$ cat config.mk
export PLATFORM = sky130hd
export DESIGN_NAME = addr_gpio_port
export DESIGN_NICKNAME = d
export VERILOG_FILES = /design/src/rtl/agp_pkg.sv /design/src/rtl/agp_sync.sv /design/src/rtl/agp_regs.sv /design/src/rtl/agp_stby_fsm.sv /design/src/rtl/agp_pin_mux.sv /design/src/rtl/addr_gpio_port.sv
export SDC_FILE = /design/constraint.sdc
export NUM_CORES = 1
export LEC_CHECK = 0
export BUFFER_PORTS_ARGS = -buffer_cell sky130_fd_sc_hd__buf_2
export CAP_MARGIN = 20
export CORE_MARGIN = 4
export CORE_UTILIZATION = 39
export DETAILED_ROUTE_END_ITERATION = 7
export PLACE_DENSITY = 0.77
export SLEW_MARGIN = 10
export SYNTH_ARGS = -nofsm -noshare
export SYNTH_HDL_FRONTEND = slang
export SYNTH_SLANG_ARGS = --single-unit
$ cat constraint.sdc
create_clock -name clk -period 4.7 [get_ports clk]
set_input_delay 0.235 -clock clk [delete_from_list [all_inputs] [get_ports clk]]
set_output_delay 0.235 -clock clk [all_outputs]
set_load 0.01 [all_outputs]
$ cat src/rtl/agp_pkg.sv
package agp_pkg;

    typedef enum logic [1:0] {
        ST_RUN     = 2'd0,
        ST_SW_HOLD = 2'd1,
        ST_SW_HIZ  = 2'd2,
        ST_HW_OFF  = 2'd3
    } stby_state_e;

    localparam logic [15:0] DEF_ADDR_DIR  = 16'hFEB9;
    localparam logic [15:0] DEF_ADDR_PINS = 16'hFF59;
    localparam logic [15:0] DEF_ADDR_DATA = 16'hFF69;
    localparam logic [15:0] DEF_ADDR_PULL = 16'hFF70;
    localparam logic [15:0] DEF_ADDR_OPEN = 16'hFF77;

    localparam logic [2:0] MODE_ADDR_A = 3'd4;
    localparam logic [2:0] MODE_ADDR_B = 3'd5;
    localparam logic [2:0] MODE_ADDR_SEL = 3'd6;

endpackage

$ cat src/rtl/agp_sync.sv
module agp_sync #(
    parameter int W      = 4,
    parameter int STAGES = 2
) (
    input  logic         clk,
    input  logic         rst_n,
    input  logic [W-1:0] async_in,
    output logic [W-1:0] sync_out
);
    logic [W-1:0] chain [STAGES];

    generate
        for (genvar s = 0; s < STAGES; s++) begin : g_stage
            if (s == 0) begin : g_first
                always_ff @(posedge clk or negedge rst_n) begin
                    if (!rst_n) chain[s] <= '0;
                    else        chain[s] <= async_in;
                end
            end else begin : g_next
                always_ff @(posedge clk or negedge rst_n) begin
                    if (!rst_n) chain[s] <= '0;
                    else        chain[s] <= chain[s-1];
                end
            end
        end
    endgenerate

    assign sync_out = chain[STAGES-1];
endmodule

$ cat src/rtl/agp_regs.sv
module agp_regs
    import agp_pkg::*;
#(
    parameter int          W         = 4,
    parameter int          DATA_W    = 8,
    parameter int          ADDR_W    = 16,
    parameter logic [15:0] ADDR_DIR  = DEF_ADDR_DIR,
    parameter logic [15:0] ADDR_PINS = DEF_ADDR_PINS,
    parameter logic [15:0] ADDR_DATA = DEF_ADDR_DATA,
    parameter logic [15:0] ADDR_PULL = DEF_ADDR_PULL,
    parameter logic [15:0] ADDR_OPEN = DEF_ADDR_OPEN
) (
    input  logic              clk,
    input  logic              rst_n,
    input  logic              hw_stby,
    input  logic              sw_stby,
    input  logic [ADDR_W-1:0] reg_addr,
    input  logic [DATA_W-1:0] reg_wdata,
    input  logic              reg_wr,
    input  logic              reg_rd,
    output logic [DATA_W-1:0] reg_rdata,
    input  logic [W-1:0]      pin_level,
    output logic [W-1:0]      dir_q,
    output logic [W-1:0]      data_q,
    output logic [W-1:0]      pull_q,
    output logic [W-1:0]      open_q
);
    logic          wr_ok;
    logic [W-1:0]  wr_bits;
    logic          unused_hi;

    assign wr_ok     = reg_wr && !hw_stby;
    assign wr_bits   = reg_wdata[W-1:0];
    assign unused_hi = ^reg_wdata[DATA_W-1:W];

    always_ff @(posedge clk or negedge rst_n) begin
        if (!rst_n) begin
            dir_q <= '0;
        end else if (hw_stby) begin
            dir_q <= '0;
        end else if (wr_ok && reg_addr == ADDR_DIR[ADDR_W-1:0]) begin
            dir_q <= wr_bits;
        end
    end

    always_ff @(posedge clk or negedge rst_n) begin
        if (!rst_n) begin
            data_q <= '0;
            pull_q <= '0;
            open_q <= '0;
        end else if (wr_ok) begin
            if (reg_addr == ADDR_DATA[ADDR_W-1:0]) data_q <= wr_bits;
            if (reg_addr == ADDR_PULL[ADDR_W-1:0]) pull_q <= wr_bits;
            if (reg_addr == ADDR_OPEN[ADDR_W-1:0]) open_q <= wr_bits;
        end
    end

    always_comb begin
        reg_rdata = '1;
        if (!reg_rd) begin
            reg_rdata = '0;
        end else if (reg_addr == ADDR_DATA[ADDR_W-1:0]) begin
            reg_rdata[W-1:0] = data_q;
        end else if (reg_addr == ADDR_PULL[ADDR_W-1:0]) begin
            reg_rdata[W-1:0] = pull_q;
        end else if (reg_addr == ADDR_OPEN[ADDR_W-1:0]) begin
            reg_rdata[W-1:0] = open_q;
        end else if (reg_addr == ADDR_PINS[ADDR_W-1:0]) begin
            reg_rdata[W-1:0] = pin_level;
        end
    end

    p_dir_clear_r3: assert property (@(posedge clk) disable iff (!rst_n)
        hw_stby |=> (dir_q == '0));

    p_dir_keep_r4: assert property (@(posedge clk) disable iff (!rst_n)
        (sw_stby && !hw_stby && !(reg_wr && reg_addr == ADDR_DIR[ADDR_W-1:0]))
        |=> $stable(dir_q));

endmodule

$ cat src/rtl/agp_stby_fsm.sv
module agp_stby_fsm
    import agp_pkg::*;
#(
    parameter int W = 4
) (
    input  logic         clk,
    input  logic         rst_n,
    input  logic         hw_stby,
    input  logic         sw_stby,
    input  logic         stby_oe,
    input  logic [W-1:0] addr_src,
    output stby_state_e  state,
    output logic [W-1:0] held_addr
);
    stby_state_e state_nx;

    always_ff @(posedge clk or negedge rst_n) begin
        if (!rst_n) state <= ST_RUN;
        else        state <= state_nx;
    end

    always_comb begin
        state_nx = state;
        unique case (state)
            ST_RUN: begin
                if (hw_stby)      state_nx = ST_HW_OFF;
                else if (sw_stby) state_nx = stby_oe ? ST_SW_HOLD : ST_SW_HIZ;
            end
            ST_SW_HOLD, ST_SW_HIZ: begin
                if (hw_stby)       state_nx = ST_HW_OFF;
                else if (!sw_stby) state_nx = ST_RUN;
            end
            ST_HW_OFF: begin
                if (!hw_stby) state_nx = ST_RUN;
            end
            default: state_nx = ST_RUN;
        endcase
    end

    always_ff @(posedge clk or negedge rst_n) begin
        if (!rst_n)               held_addr <= '0;
        else if (state == ST_RUN) held_addr <= addr_src;
    end

    p_hold_frozen_r7: assert property (@(posedge clk) disable iff (!rst_n)
        (state == ST_SW_HOLD) |=> $stable(held_addr));

    p_hw_wins_r3: assert property (@(posedge clk) disable iff (!rst_n)
        hw_stby |=> (state == ST_HW_OFF));

endmodule

$ cat src/rtl/agp_pin_mux.sv
module agp_pin_mux
    import agp_pkg::*;
#(
    parameter int W = 4
) (
    input  logic         clk,
    input  logic         rst_n,
    input  logic [2:0]   mode,
    input  stby_state_e  state,
    input  logic [W-1:0] dir_q,
    input  logic [W-1:0] data_q,
    input  logic [W-1:0] pull_q,
    input  logic [W-1:0] open_q,
    input  logic [W-1:0] addr_live,
    input  logic [W-1:0] addr_held,
    input  logic [W-1:0] pin_sync,
    output logic [W-1:0] pin_out,
    output logic [W-1:0] pin_oe,
    output logic [W-1:0] pin_pu,
    output logic [W-1:0] pin_od,
    output logic [W-1:0] pin_level
);
    logic         all_addr;
    logic         sel_addr;
    logic [W-1:0] addr_fn;
    logic [W-1:0] drive;
    logic [W-1:0] value;
    logic         awake;

    assign all_addr = (mode == MODE_ADDR_A) || (mode == MODE_ADDR_B);
    assign sel_addr = (mode == MODE_ADDR_SEL);
    assign awake    = (state != ST_HW_OFF);

    generate
        for (genvar i = 0; i < W; i++) begin : g_pin
            assign addr_fn[i] = all_addr || (sel_addr && dir_q[i]);

            always_comb begin
                drive[i] = 1'b0;
                value[i] = 1'b0;
                unique case (state)
                    ST_RUN: begin
                        drive[i] = addr_fn[i] || dir_q[i];
                        value[i] = addr_fn[i] ? addr_live[i] : data_q[i];
                    end
                    ST_SW_HOLD: begin
                        drive[i] = addr_fn[i] || dir_q[i];
                        value[i] = addr_fn[i] ? addr_held[i] : data_q[i];
                    end
                    ST_SW_HIZ: begin
                        drive[i] = !addr_fn[i] && dir_q[i];
                        value[i] = data_q[i];
                    end
                    ST_HW_OFF: begin
                        drive[i] = 1'b0;
                        value[i] = 1'b0;
                    end
                    default: begin
                        drive[i] = 1'b0;
                        value[i] = 1'b0;
                    end
                endcase
            end

            assign pin_out[i]   = drive[i] && value[i];
            assign pin_oe[i]    = drive[i] && !(open_q[i] && value[i]);
            assign pin_od[i]    = drive[i] && open_q[i];
            assign pin_pu[i]    = awake && !drive[i] && pull_q[i];
            assign pin_level[i] = drive[i] ? value[i] : pin_sync[i];
        end
    endgenerate

    p_od_release_r12: assert property (@(posedge clk) disable iff (!rst_n)
        ((pin_out & pin_od) & pin_oe) == '0);

endmodule

$ cat src/rtl/addr_gpio_port.sv
module addr_gpio_port
    import agp_pkg::*;
#(
    parameter int          W          = 4,
    parameter int          DATA_W     = 8,
    parameter int          ADDR_W     = 16,
    parameter int          SYNC_DEPTH = 2,
    parameter logic [15:0] ADDR_DIR   = DEF_ADDR_DIR,
    parameter logic [15:0] ADDR_PINS  = DEF_ADDR_PINS,
    parameter logic [15:0] ADDR_DATA  = DEF_ADDR_DATA,
    parameter logic [15:0] ADDR_PULL  = DEF_ADDR_PULL,
    parameter logic [15:0] ADDR_OPEN  = DEF_ADDR_OPEN
) (
    input  logic              clk,
    input  logic              rst_n,
    input  logic [ADDR_W-1:0] reg_addr,
    input  logic [DATA_W-1:0] reg_wdata,
    input  logic              reg_wr,
    input  logic              reg_rd,
    output logic [DATA_W-1:0] reg_rdata,
    input  logic [W-1:0]      addr_src,
    input  logic [2:0]        mode,
    input  logic              hw_stby,
    input  logic              sw_stby,
    input  logic              stby_oe,
    input  logic [W-1:0]      pin_in,
    output logic [W-1:0]      pin_out,
    output logic [W-1:0]      pin_oe,
    output logic [W-1:0]      pin_pu,
    output logic [W-1:0]      pin_od
);
    logic [W-1:0] dir_q, data_q, pull_q, open_q;
    logic [W-1:0] pin_sync, pin_level, held_addr;
    stby_state_e  state;

    agp_sync #(.W(W), .STAGES(SYNC_DEPTH)) u_sync (
        .clk(clk), .rst_n(rst_n), .async_in(pin_in), .sync_out(pin_sync)
    );

    agp_regs #(
        .W(W), .DATA_W(DATA_W), .ADDR_W(ADDR_W),
        .ADDR_DIR(ADDR_DIR), .ADDR_PINS(ADDR_PINS), .ADDR_DATA(ADDR_DATA),
        .ADDR_PULL(ADDR_PULL), .ADDR_OPEN(ADDR_OPEN)
    ) u_regs (
        .clk(clk), .rst_n(rst_n), .hw_stby(hw_stby), .sw_stby(sw_stby),
        .reg_addr(reg_addr), .reg_wdata(reg_wdata), .reg_wr(reg_wr),
        .reg_rd(reg_rd), .reg_rdata(reg_rdata), .pin_level(pin_level),
        .dir_q(dir_q), .data_q(data_q), .pull_q(pull_q), .open_q(open_q)
    );

    agp_stby_fsm #(.W(W)) u_fsm (
        .clk(clk), .rst_n(rst_n), .hw_stby(hw_stby), .sw_stby(sw_stby),
        .stby_oe(stby_oe), .addr_src(addr_src), .state(state),
        .held_addr(held_addr)
    );

    agp_pin_mux #(.W(W)) u_mux (
        .clk(clk), .rst_n(rst_n), .mode(mode), .state(state),
        .dir_q(dir_q), .data_q(data_q), .pull_q(pull_q), .open_q(open_q),
        .addr_live(addr_src), .addr_held(held_addr), .pin_sync(pin_sync),
        .pin_out(pin_out), .pin_oe(pin_oe), .pin_pu(pin_pu), .pin_od(pin_od),
        .pin_level(pin_level)
    );

    p_hw_quiet_r3: assert property (@(posedge clk) disable iff (!rst_n)
        (state == ST_HW_OFF) |-> (pin_oe == '0 && pin_pu == '0 && pin_od == '0));

    p_mode45_addr_r5: assert property (@(posedge clk) disable iff (!rst_n)
        (state == ST_RUN && (mode == MODE_ADDR_A || mode == MODE_ADDR_B))
        |-> (pin_out == addr_src));

    p_pull_input_r11: assert property (@(posedge clk) disable iff (!rst_n)
        (pin_pu & pin_oe) == '0);

endmodule

==> Word-level counts from Yosys, hierarchy flattened <==
Cells that the tools add are included.
Widths: inputs -> output; s select.
{ "op_classes": {"n_eq_ne": 15, "n_mux": 35, "reduce_logical": 64} }
{ "op_table": {"columns": ["cell", "count"], "rows": [
  ["$eq 16x16->1 const B", 5],
  ["$logic_and 1x1->1", 34],
  ["$mux 4", 8],
  ["$pmux 1 s4", 4],
  ["$logic_not 1->1", 13],
  ["$mux 1", 12],
  ["$mux 2", 6],
  ["$pmux 1 s3", 4],
  ["$eq 3x3->1 const B", 3],
  ["$logic_or 1x1->1", 9],
  ["$ne 3x3->1 const B", 2],
  ["$pmux 2 s3", 1],
  ["$reduce_and 2->1", 3],
  ["$eq 2x2->1 const B", 2],
  ["$ne 2x2->1 const B", 2],
  ["$reduce_or 2->1", 2],
  ["$reduce_and 3->1", 1],
  ["$eq 2x1->1 const B", 1],
  ["$logic_not 2->1", 1],
  ["$reduce_bool 2->1", 1]
]} }
{ "word_totals": {"register_bits": 30, "input_bits": 42, "output_inout_bits": 24, "wordCells": 122} }

==> Logic depth before layout (Yosys ltp) <==
Gate-level depths: netlist of the first run.
{ "depth": {"depth_word": 12, "ltp_mapped": 8, "mapped_depth_nobuf": 7} }

==> Hierarchy <==
Synthesis of the first run repeated with hierarchy kept, for this count alone.
{ "unflattened": {"hier_cells": 162, "hier_area_um2": 1866.8} }
{ "modules_own_cells": {"columns": ["mod", "instances", "cells_each", "area_per_inst_um2", "seq_area_each_um2"], "rows": [
  ["agp_regs", 1, 73, 924.6, 400.4],
  ["agp_pin_mux", 1, 50, 391.6, 0.0],
  ["agp_stby_fsm", 1, 27, 320.3, 150.1],
  ["agp_sync", 1, 12, 230.2, 200.2]
]} }

==> Least setup slack after synthesis of the first run <==
OpenSTA, ideal clock, no wires.
{ "synth_timing": {"path_kind": "flip-flop to output port", "start": "register u_fsm.state[0]", "end": "output port pin_oe[0]", "t_arrival_ns": 1.655, "t_required_ns": 4.465, "setup_slack_ns": 2.810, "path_stages_with_launch": 8, "n_path_buf": 1, "cell_sequence": "dfrtp_1 -> inv_1 -> ha_1 -> buf_2 -> or3_1 -> nand2_1 -> o21ai_0 -> a21boi_0"} }
{ "synth_between": {"elab_chain_len": 5, "elab_cells_between_ends": 10, "classes_between": "eq/ne: 3; mux: 2; reduce/logical: 5"} }
{ "synth_rtl": {"columns": ["item", "line", "rtl"], "rows": [
  ["start, declared", "agp_stby_fsm.sv:12", "output stby_state_e state,"],
  ["start signal, assigned", "agp_stby_fsm.sv:19", "else state <= state_nx;"],
  ["$eq 2x2->1 (tied with other cells)", "agp_pin_mux.sv:41", "unique case (state)"],
  ["$pmux 1 s4", "agp_pin_mux.sv:41", null],
  ["$logic_and 1x1->1", "agp_pin_mux.sv:66", "assign pin_oe[i] = drive[i] && !(open_q[i] && value[i]);"],
  ["$logic_not 1->1", "agp_pin_mux.sv:66", null],
  ["$logic_and 1x1->1 (*)", "agp_pin_mux.sv:66", null],
  ["end, declared", "addr_gpio_port.sv:28", "output logic [W-1:0] pin_oe,"]
]} }
Mark *: on every way between the ends. The rest lies on a longest branch, timed or not.

==> Worst setup path in the final report of the first run <==
{ "layout_timing": {"start": "register u_fsm.state[0]", "end": "output port reg_rdata[3]"} }
{ "layout_between": {"elab_chain_len": 9, "elab_cells_between_ends": 13, "classes_between": "eq/ne: 3; mux: 8; reduce/logical: 2"} }
{ "layout_rtl": {"columns": ["item", "line", "rtl"], "rows": [
  ["$eq 2x1->1 / $logic_not 2->1 (equally long branches)", "agp_pin_mux.sv:41", null],
  ["$reduce_or 2->1 (no source line)", null, null],
  ["$pmux 1 s3", "agp_pin_mux.sv:41", null],
  ["$mux 1 (*)", "agp_pin_mux.sv:69", "assign pin_level[i] = drive[i] ? value[i] : pin_sync[i];"],
  ["$mux 4 (*)", "agp_regs.sv:68", "end else if (reg_addr == ADDR_PINS[ADDR_W-1:0]) begin"],
  ["$mux 4 (*)", "agp_regs.sv:66", "end else if (reg_addr == ADDR_OPEN[ADDR_W-1:0]) begin"],
  ["$mux 4 (*)", "agp_regs.sv:64", "end else if (reg_addr == ADDR_PULL[ADDR_W-1:0]) begin"],
  ["$mux 4 (*)", "agp_regs.sv:62", "end else if (reg_addr == ADDR_DATA[ADDR_W-1:0]) begin"],
  ["$mux 4 (*)", "agp_regs.sv:60", "if (!reg_rd) begin"],
  ["end, declared", "addr_gpio_port.sv:20", "output logic [DATA_W-1:0] reg_rdata,"]
]} }
Marked as above.

==> results of run 1 <==
[metal layers]
| metal | share of wire | GRT usage | wire [um] | vias to the layer above |
|---|---|---|---|---|
| met5 | 0 | 0 | 0 | - |
| met1 | 0.43 | 0.210 | 2120 | 867 |
| met2 | 0.50 | 0.286 | 2500 | 64 |
| li1 | - | - | - | 848 |
| met4 | 0.0072 | 0.0664 | 36 | 0 |
| met3 | 0.066 | 0.0360 | 330 | 5 |
[flip-flops by register name, indices dropped and copies added (netlist names)]
register and count:
u_fsm.held_addr 4, u_fsm.state 2, u_regs.data_q 4, u_regs.dir_q 4, u_regs.open_q 4, u_regs.pull_q 4
u_sync.chain 4, u_sync.sync_out 4
[cell usage after synthesis]
cell,count
a211oi_1,4
a21bo_2,1
a21boi_0,5
a21oi_1,12
a32oi_1,4
and2_1,9
and3_1,4
and3_2,1
buf_2,1
buf_4,4
clkbuf_1,1
dfrtp_1,30
ha_1,4
inv_1,8
mux2_2,20
mux2i_1,1
nand2_1,8
nand2b_1,5
nand3_1,3
nand3_2,2
nand3b_1,2
nand4_1,2
nand4_2,1
nand4b_1,2
nand4bb_1,1
nor2_1,12
nor2_2,1
nor2b_1,4
nor3b_1,5
nor4_1,2
nor4_4,1
o2111ai_1,4
o21ai_0,14
o221ai_1,4
o41ai_1,1
or2_2,6
or3_1,5
or4_4,1
[logic make-up after synthesis]
kind of cell	synth area share
flip-flops	0.393
adder cells (fa/ha/maj)	0.0262
multiplexers	0.123
buffers and inverters	0.0361
AND/OR/NAND/NOR	0.252
AO/OA/AOI/OAI	0.169
[how the worst min path moves through the flow]
stage	start	endpoint	cells past startpoint
after CTS	rst_n	u_sync.chain[5]	1
after global placement	rst_n	u_sync.chain[5]	1
after global routing	rst_n	u_sync.sync_out[1]	1
final	rst_n	u_regs.open_q[3]	1
after detailed placement	rst_n	u_sync.chain[5]	1
after floorplan	rst_n	u_fsm.held_addr[0]	0
[cell type report]
| cell class | instances | area (um^2) | share of cell area |
|---|---|---|---|
| flip-flops and latches | 30 | 751 | 0.319 |
| inverters | 8 | 30.0 | 0.0128 |
| clock inverters | 2 | 12.5 | 0.00532 |
| multi-input cells | 151 | 1090 | 0.463 |
| clock buffers | 6 | 82.6 | 0.0351 |
| repair buffers | 61 | 305 | 0.130 |
| well taps | 67 | 83.8 | 0.0356 |
[through the flow]
step | power [mW] | hold WS (ns) | area [um^2]
final | 0.778 | -0.0127 | 2350
after global routing | 0.831 | 0.0452 | 2350
after CTS | 0.785 | 0.00614 | 2350
after detailed placement | 0.567 | 0.310 | 2260
after global placement | 0.558 | 0.297 | 2260
after floorplan | 0.486 | -0.0606 | 1910
[worst max-delay path, cell delays in order, from the launching register on]
cell	delay (ns)
dfrtp_1	0.40
inv_1	0.11
ha_1	0.35
nor2b_1	0.15
a211oi_1	0.37
o221ai_1	0.20
a21oi_1	0.20
o21ai_0	0.12
buf_2	0.15
[power by group]
part / leakage [nW] / internal, mW / switching (mW) / total [mW]
Clock: 0.0472 / 0.117 / 0.0975 / 0.215
Sequential: 0.388 / 0.288 / 0.0121 / 0.300
Combinational: 0.685 / 0.109 / 0.153 / 0.263
Total: 1.12 / 0.515 / 0.263 / 0.778
==> metrics.yaml, run 1 <==
cts_resized: 0
area_growth_pct: 23.3
worstMarginPinSlew_ns: 0.681
drt_wl_total_um: 4980
ys_seq_area_frac: 0.393
layout_common_cells: "buf_2 (61), dfrtp_1 (30), mux2_2 (20), o21ai_0 (14)"
cts_hold_buffers: 0
track_usage: 0.169
grt_max_degree: 31
clock_sinks: 30
grt_pass1_vias: 1832
first_iter_violations: 69
critPathCapture: "reg_rdata[3]"
drive_above_1_share: 0.399
num_rows: 25
port_buffers: 61
die_area_um2: 6080
cts_setup_buffers: 0
syn_area_per_cell_um2: 9.79
path_class: "flip-flop to output pin"
max_freq_mhz: 390
setup_violations: 0
crit_fanout: 9
syn_inst: 195
antenna_found_initial: 0
cts_tree: "done"
powerDensity_nw_per_um2: 331
viasPerCell: 5.49
dr.pass1.iters: 4
clock_path_buffers: 2
worst-r2r-cell-count: 6
ant_nets: 0
rsz0062_at_grt: "no"
die_y_um: 77.9
grt_pass1_wl_um: 8190
worstSetupEndpointType: "output pin"
skew_ns: 0.00428
finalHoldViolations: 23
startpoint: "u_fsm.state[0]"
ff2ff_setup_slack_ns: 3.23
fin_crit_ns: 2.57
cp.arrival_ns: 2.33
setup_slack_ns: 2.13
failed_checks: "negative hold slack"
dp_hpwl_um: 3880
peakVddDrop_mv: 0.180
nFillCells: 469
cts_made_buffers: 5
r2r_start: "u_fsm.state[0]"
route.detailed.drc: 0
yosysTopAreaCell: "dfrtp_1"
mostFrequentLayoutCell: "buf_2"
critPathLaunchType: "flip-flop"
utilization: 0.498
status: "finished, violations left"
coreArea_um2: 4720
synth_top_area_frac: 0.393
yosys.cell_types.count: 38
drv_cap: 0
vias: 1784
final_nets: 303
fin_cells: 325
dieWidth_um: 77.9
post-place-cells: 317
p_leak_nw: 1.12
finalCritPeriodShare: 0.546
grt-ovfl-total: 0
timing.hold.ws_ns: -0.0127
clk_pin_slew_ns: 0.07
cts_root_buffer: "clkbuf_8"
required_ns: 4.47
fin_tns_setup_ns: 0
n_antenna_cell: 0
io-pin-count: 66
gp_congestion: 0.835
h-tree-depth: 2
rr_endpoint: "u_fsm.state[1]"
ys_seq_elements: 30
wl_per_cell_um: 15.3
netlist_top_cells_area: "dfrtp_1 (39%), mux2_2 (12%), o21ai_0 (3.7%), a21oi_1 (3.1%), and2_1 (3.0%)"
initial_core_util: 0.404
slew_headroom: 0.546
maxSlewViolCount: 0
synthesis.yosys.warnings: 0
dp_slack_ns: 2.45
clock_latency_ns: 0.28
hold_class: "primary input to async pin"
syn_area_um2: 1910
syn_nets: 241
(Power assumes the default switching activity.)
==> inputs of run 2 (changes only) <==
==> constraint.sdc (replaced) <==
create_clock -name clk -period 2.4 [get_ports clk]
set_input_delay 0.12 -clock clk [delete_from_list [all_inputs] [get_ports clk]]
set_output_delay 0.12 -clock clk [all_outputs]
set_load 0.01 [all_outputs]
==> metrics.yaml, run 2 (synthesis gave the netlist of run 1 again) <==
clk_pin_slew_ns: 0.07  # about the same
area_growth_pct: 27.5
die_y_um: 77.9  # unchanged
dr.pass1.iters: 4  # unchanged
cp.depth: 8  # unchanged
track_usage: 0.170  # +0.000696
cts_made_buffers: 5  # unchanged
timing.hold.ws_ns: 0.0858  # +0.0985 ns
finalPower_mw: 1.58  # +100%
required_ns: 2.28  # -2.19 ns
worst-r2r-cell-count: 7  # +1
port_buffers: 61  # unchanged
fin_area_um2: 2430  # +3.4%
status: "completed"
clock_sinks: 30  # unchanged
crit_buf_inv: 2  # unchanged
m1WireLength_um: 2050  # -3.3%
fin_tns_setup_ns: 0  # unchanged
initial_core_util: 0.404  # unchanged
route.detailed.drc: 0  # unchanged
wl_met3_um: 367  # +11%
crit_fanout: 7  # -2
cts_root_buffer: "clkbuf_8"
dieWidth_um: 77.9  # unchanged
cp_cell_sequence: "inv_2, ha_1, nor2b_2, a211oi_1, o221ai_1, a21oi_1, o21ai_0, buf_2"
finalCritPeriodShare: 0.967
cp.arrival_ns: 2.20  # -0.13 ns
slew_headroom: 0.557  # +0.0114
clock_path_buffers: 2  # unchanged
grt_pass1_vias: 1863  # +1.7%
setup_violations: 0  # unchanged
hold_class: "primary input to flip-flop"
fin_crit_ns: 2.32
antenna_found_initial: 0  # unchanged
critPathLaunchType: "flip-flop"
routed-wl-met2_um: 2390  # -4.4%
drt_wl_total_um: 4880  # -2.2%
path_class: "flip-flop to output pin"
powerDensity_nw_per_um2: 650  # +97%
worstMarginPinSlew_ns: 0.664  # -0.0171 ns
max_freq_mhz: 431
crit_slowest_cell: "dfrtp_1"
coreArea_um2: 4720  # unchanged
nFillCells: 457  # -2.6%
place_area_um2: 2260  # unchanged
rsz0062_at_grt: "no"
vias: 1789  # +0.28%
die_area_um2: 6080  # unchanged
grt_max_degree: 31  # unchanged
skew_ns: 0.00826  # +0.00398 ns
mostFrequentLayoutCell: "buf_2"
first_iter_violations: 63  # -8.7%
viasPerCell: 5.40  # -1.5%
maxSlewViolCount: 0  # unchanged
final_nets: 309  # +2.0%
ant_nets: 0  # unchanged
grt_pass1_wl_um: 8180  # about the same
n_antenna_cell: 0  # unchanged
dp_hpwl_um: 3820  # -1.5%
critPathCapture: "reg_rdata[3]"
layout_common_cells: "buf_2 (61), dfrtp_1 (30), mux2_2 (20), o21ai_0 (14), nor2_1 (12)"
finalHoldViolations: 0  # -100%
r2r_start: "u_fsm.state[1]"
rr_endpoint: "u_fsm.state[0]"
cpPeakStageDelay_ns: 0.39  # about the same
ff2ff_setup_slack_ns: 0.96  # -2.27 ns
grt-ovfl-total: 0  # unchanged
peakVddDrop_mv: 0.423  # +130%
drv_cap: 0  # unchanged
drive_above_1_share: 0.417  # +0.0174
clock_latency_ns: 0.28  # about the same
num_rows: 25  # unchanged
gp_congestion: 0.838  # +0.42%
worstSetupEndpointType: "output pin"
io-pin-count: 66  # unchanged
startpoint: "u_fsm.state[0]"
path_delay_family: "compound AO/OA/AOI/OAI gates"
wl_per_cell_um: 14.7  # -4.0%
top_layer: "met4"
p_leak_nw: 1.15  # +2.3%
cts_tree: "done"
h-tree-depth: 2  # unchanged
run 2: changes by cell type in the layout (fill, tap and decap cells not counted), sizes merged:
cell	before	now
clkbuf	6	7
clkinvlp	1	0
buf	61	62
dlygate4sd3	0	5
run 2: layout make-up:
cell class	instances	area [um^2]	share of cell area
Tap cell	67	83.8	0.0344
Multi-Input combinational cell	151	1110	0.458
Inverter	8	30.0	0.0123
Clock buffer	7	86.3	0.0355
Timing Repair Buffer	67	363	0.149
Sequential cell	30	751	0.308
Clock inverter	1	5.00	0.00206
run 2: how the worst min path moves through the flow:
| stage | to | slack (ns) | start | cells after the start |
|---|---|---|---|---|
| 2_1_floorplan | u_fsm.held_addr[0] | -0.18 | rst_n | 0 |
| 3_3_place_gp | u_sync.chain[5] | 0.19 | rst_n | 1 |
| 3_5_place_dp | u_sync.chain[5] | 0.21 | rst_n | 1 |
| 4_1_cts | u_fsm.held_addr[0] | 0.08 | addr_src[0] | 2 |
| 5_1_grt | u_fsm.held_addr[0] | 0.09 | addr_src[0] | 2 |
| 6_report | u_fsm.held_addr[0] | 0.09 | addr_src[0] | 2 |
run 2: through the flow:
step | std cells | worst slack, ns | util
4_1_cts | 330 | 0.0692 | 0.509
6_report | 331 | 0.0786 | 0.515
3_3_place_gp | 317 | 0.323 | 0.478
3_5_place_dp | 317 | 0.290 | 0.478
5_1_grt | 331 | 0.00249 | 0.515
2_1_floorplan | 195 | 0.625 | -
run 2: where the power goes:
| group | leakage (nW) | switching, mW | internal, mW |
|---|---|---|---|
| logic | 0.709 | 0.315 | 0.261 |
| registers | 0.388 | 0.0267 | 0.565 |
| clock network | 0.0482 | 0.185 | 0.231 |
| total | 1.15 | 0.526 | 1.06 |
run 2: repair_timing:
action,4_1_cts,5_1_grt
hold buffers,5,0
resized for setup,1,7
pin swaps,0,1
setup buffers,0,1
hold endpoints to repair,34,0
setup endpoints to repair,2,5
gates cloned,0,0
run 2: routing by layer:
metal  GRT usage  vias up
met5           0        -
met4      0.0612        0
met3      0.0534        7
met2       0.284       72
met1       0.205      843
li1            -      867
==> inputs of run 3 (changes only) <==
--- a/config.mk
+++ b/config.mk
@@ -7,10 +7,10 @@
 export LEC_CHECK = 0
 export BUFFER_PORTS_ARGS = -buffer_cell sky130_fd_sc_hd__buf_2
 export CAP_MARGIN = 20
-export CORE_MARGIN = 4
+export CORE_MARGIN = 5
 export CORE_UTILIZATION = 39
 export DETAILED_ROUTE_END_ITERATION = 7
-export PLACE_DENSITY = 0.77
+export PLACE_DENSITY = 0.72
 export SLEW_MARGIN = 10
 export SYNTH_ARGS = -nofsm -noshare
 export SYNTH_HDL_FRONTEND = slang
==> metrics.yaml, run 3 (synthesis gave the netlist of run 1 again) <==
status: "completed"
maxSlewViolCount: 0  # unchanged
grtUsageMet3: 0.0395  # -0.0139
fin_crit_ns: 2.33  # +0.0131 ns
io-pin-count: 66  # unchanged
finalCritPeriodShare: 0.973  # +0.00545
finalHoldViolations: 0  # unchanged
viasPerCell: 5.43  # +0.42%
cts_made_buffers: 5  # unchanged
wl_per_cell_um: 15.5  # +5.3%
crit_slowest_cell: "dfrtp_1"
antenna_found_initial: 0  # unchanged
dieWidth_um: 79.9  # +2.6%
n_antenna_cell: 0  # unchanged
hold_class: "primary input to flip-flop"
critPathLaunchType: "flip-flop"
cpPeakStageDelay_ns: 0.39  # about the same
dr.pass1.iters: 4  # unchanged
grt_max_degree: 31  # unchanged
peakVddDrop_mv: 0.414  # -2.1%
drt_wl_total_um: 5120  # +4.9%
dp_slack_ns: 0.284  # -0.00585 ns
grt_pass1_vias: 1732  # -7.0%
setup_slack_ns: 0.0655  # -0.0131 ns
mostFrequentLayoutCell: "buf_2"
initial_core_util: 0.404  # unchanged
finalPower_mw: 1.58  # -0.21%
drive_above_1_share: 0.414  # -0.00222
port_buffers: 61  # unchanged
gr-usage-met2: 0.274  # -0.0102
die_area_um2: 6390  # +5.2%
num_rows: 25  # unchanged
gp_congestion: 0.854  # +1.9%
required_ns: 2.28  # about the same
worstMarginPinSlew_ns: 0.683  # +0.0193 ns
cp_cell_sequence: "inv_1, ha_1, or2_2, a21oi_1, o221ai_1, a21oi_1, o21ai_1, buf_2"
clock_power_share: 0.265  # +0.002
first_iter_violations: 147  # +130%
switching_power_uw: 535  # +1.6%
slew_headroom: 0.544  # -0.0128
pwr-share-seq: 0.374  # about the same
grt_pass1_wl_um: 8090  # -1.2%
clock_path_buffers: 2  # unchanged
skew_ns: 0.00495  # -0.00330 ns
p_int_mw: 1.04  # -1.1%
dp_hpwl_um: 3890  # +1.9%
p_leak_nw: 1.14  # -0.21%
track_usage: 0.166  # -0.00449
layout_common_cells: "buf_2 (61), dfrtp_1 (30), mux2_2 (20), o21ai_0 (13)"
clock_sinks: 30  # unchanged
cts_root_buffer: "clkbuf_8"
route.detailed.drc: 0  # unchanged
setup_violations: 0  # unchanged
cts_tree: "done"
crit_buf_inv: 2  # unchanged
fin_tns_setup_ns: 0  # unchanged
worstSetupEndpointType: "output pin"
area_growth_pct: 27.7
clock_latency_ns: 0.28  # about the same
max_freq_mhz: 428  # -0.56%
coreArea_um2: 4720  # unchanged
cp.arrival_ns: 2.21  # about the same
grt_busiest_layer: "met2"
crit_fanout: 7  # unchanged
die_y_um: 79.9  # +2.6%
nFillCells: 443  # -3.1%
cts_setup_buffers: 0  # unchanged
grtUsageMet1: 0.207  # +0.00195
p_sw_frac: 0.339  # +0.00611
drv_cap: 0  # unchanged
rsz0062_at_grt: "yes"
path_delay_family: "compound AO/OA/AOI/OAI gates"
p_comb_frac: 0.361  # -0.003
final_nets: 308  # -0.32%
path_common_cell: "a21oi_1"
ant_nets: 0  # unchanged
clk_pin_slew_ns: 0.06  # about the same
path_class: "flip-flop to output pin"
vias: 1791  # +0.11%
h-tree-depth: 2  # unchanged
grt-ovfl-total: 0  # unchanged
powerDensity_nw_per_um2: 648  # -0.32%
==> run 3: changes by cell type in the layout (fill, tap and decap cells not counted), sizes merged <==
cell	previous run	this run
clkbuf	7	6
buf	62	61
clkinvlp	0	1
==> run 3: cell type report <==
cell class | count | area (um^2) | area share
multi-input cells | 151 | 1120 | 0.460
flip-flops and latches | 30 | 751 | 0.308
clock buffers | 6 | 82.6 | 0.0339
well taps | 67 | 83.8 | 0.0344
clock inverters | 2 | 12.5 | 0.00514
inverters | 8 | 30.0 | 0.0123
repair buffers | 66 | 355 | 0.146
==> run 3: through the flow <==
step                      cell area [um^2]  cells  hold WS, ns  utilization
after floorplan                       1910    195       -0.176            -
after global placement                2260    317        0.198        0.478
after detailed placement              2260    317        0.202        0.478
after CTS                             2410    330       0.0847        0.509
after global routing                  2440    330       0.0809        0.516
final                                 2440    330       0.0906        0.516
==> run 3: worst paths after layout <==
path | from | end | slack (ns) | cells past startpoint
max reg2reg | u_fsm.state[0] | u_fsm.state[1] | 1.00 | 7
min reg2reg | u_sync.chain[6] | u_sync.sync_out[2] | 0.35 | 0
max | u_fsm.state[0] | reg_rdata[2] | 0.07 | 8
min | addr_src[2] | u_fsm.held_addr[2] | 0.09 | 2
max in group asynchronous | rst_n | u_sync.sync_out[3] | 1.55 | 2
min in group asynchronous | rst_n | u_fsm.held_addr[1] | 0.42 | 2
==> run 3: power by group through the flow <==
| stage | Sequential (mW) | Combinational [mW] | Clock [mW] |
|---|---|---|---|
| 4_1_cts | 0.591 | 0.532 | 0.429 |
| 3_3_place_gp | 0.594 | 0.506 | 0 |
| 5_1_grt | 0.596 | 0.630 | 0.454 |
| 6_report | 0.590 | 0.570 | 0.419 |
| 2_1_floorplan | 0.591 | 0.360 | 0 |
| 3_5_place_dp | 0.600 | 0.517 | 0 |
==> run 3: per-layer routing <==
metal  vias to the layer above  share of wire
met4                         0          0.020
met2                        62           0.49
met3                        11          0.058
li1                        856              -
met5                         -              0
met1                       862           0.43
==> run 3: what timing repair did <==
item / CTS / global route
endpoints found under the hold margin: 34 / 0
setup endpoints to repair: 5 / 6
hold buffers: 5 / 0
pin swaps: 0 / 0
gates resized for setup: 1 / 7
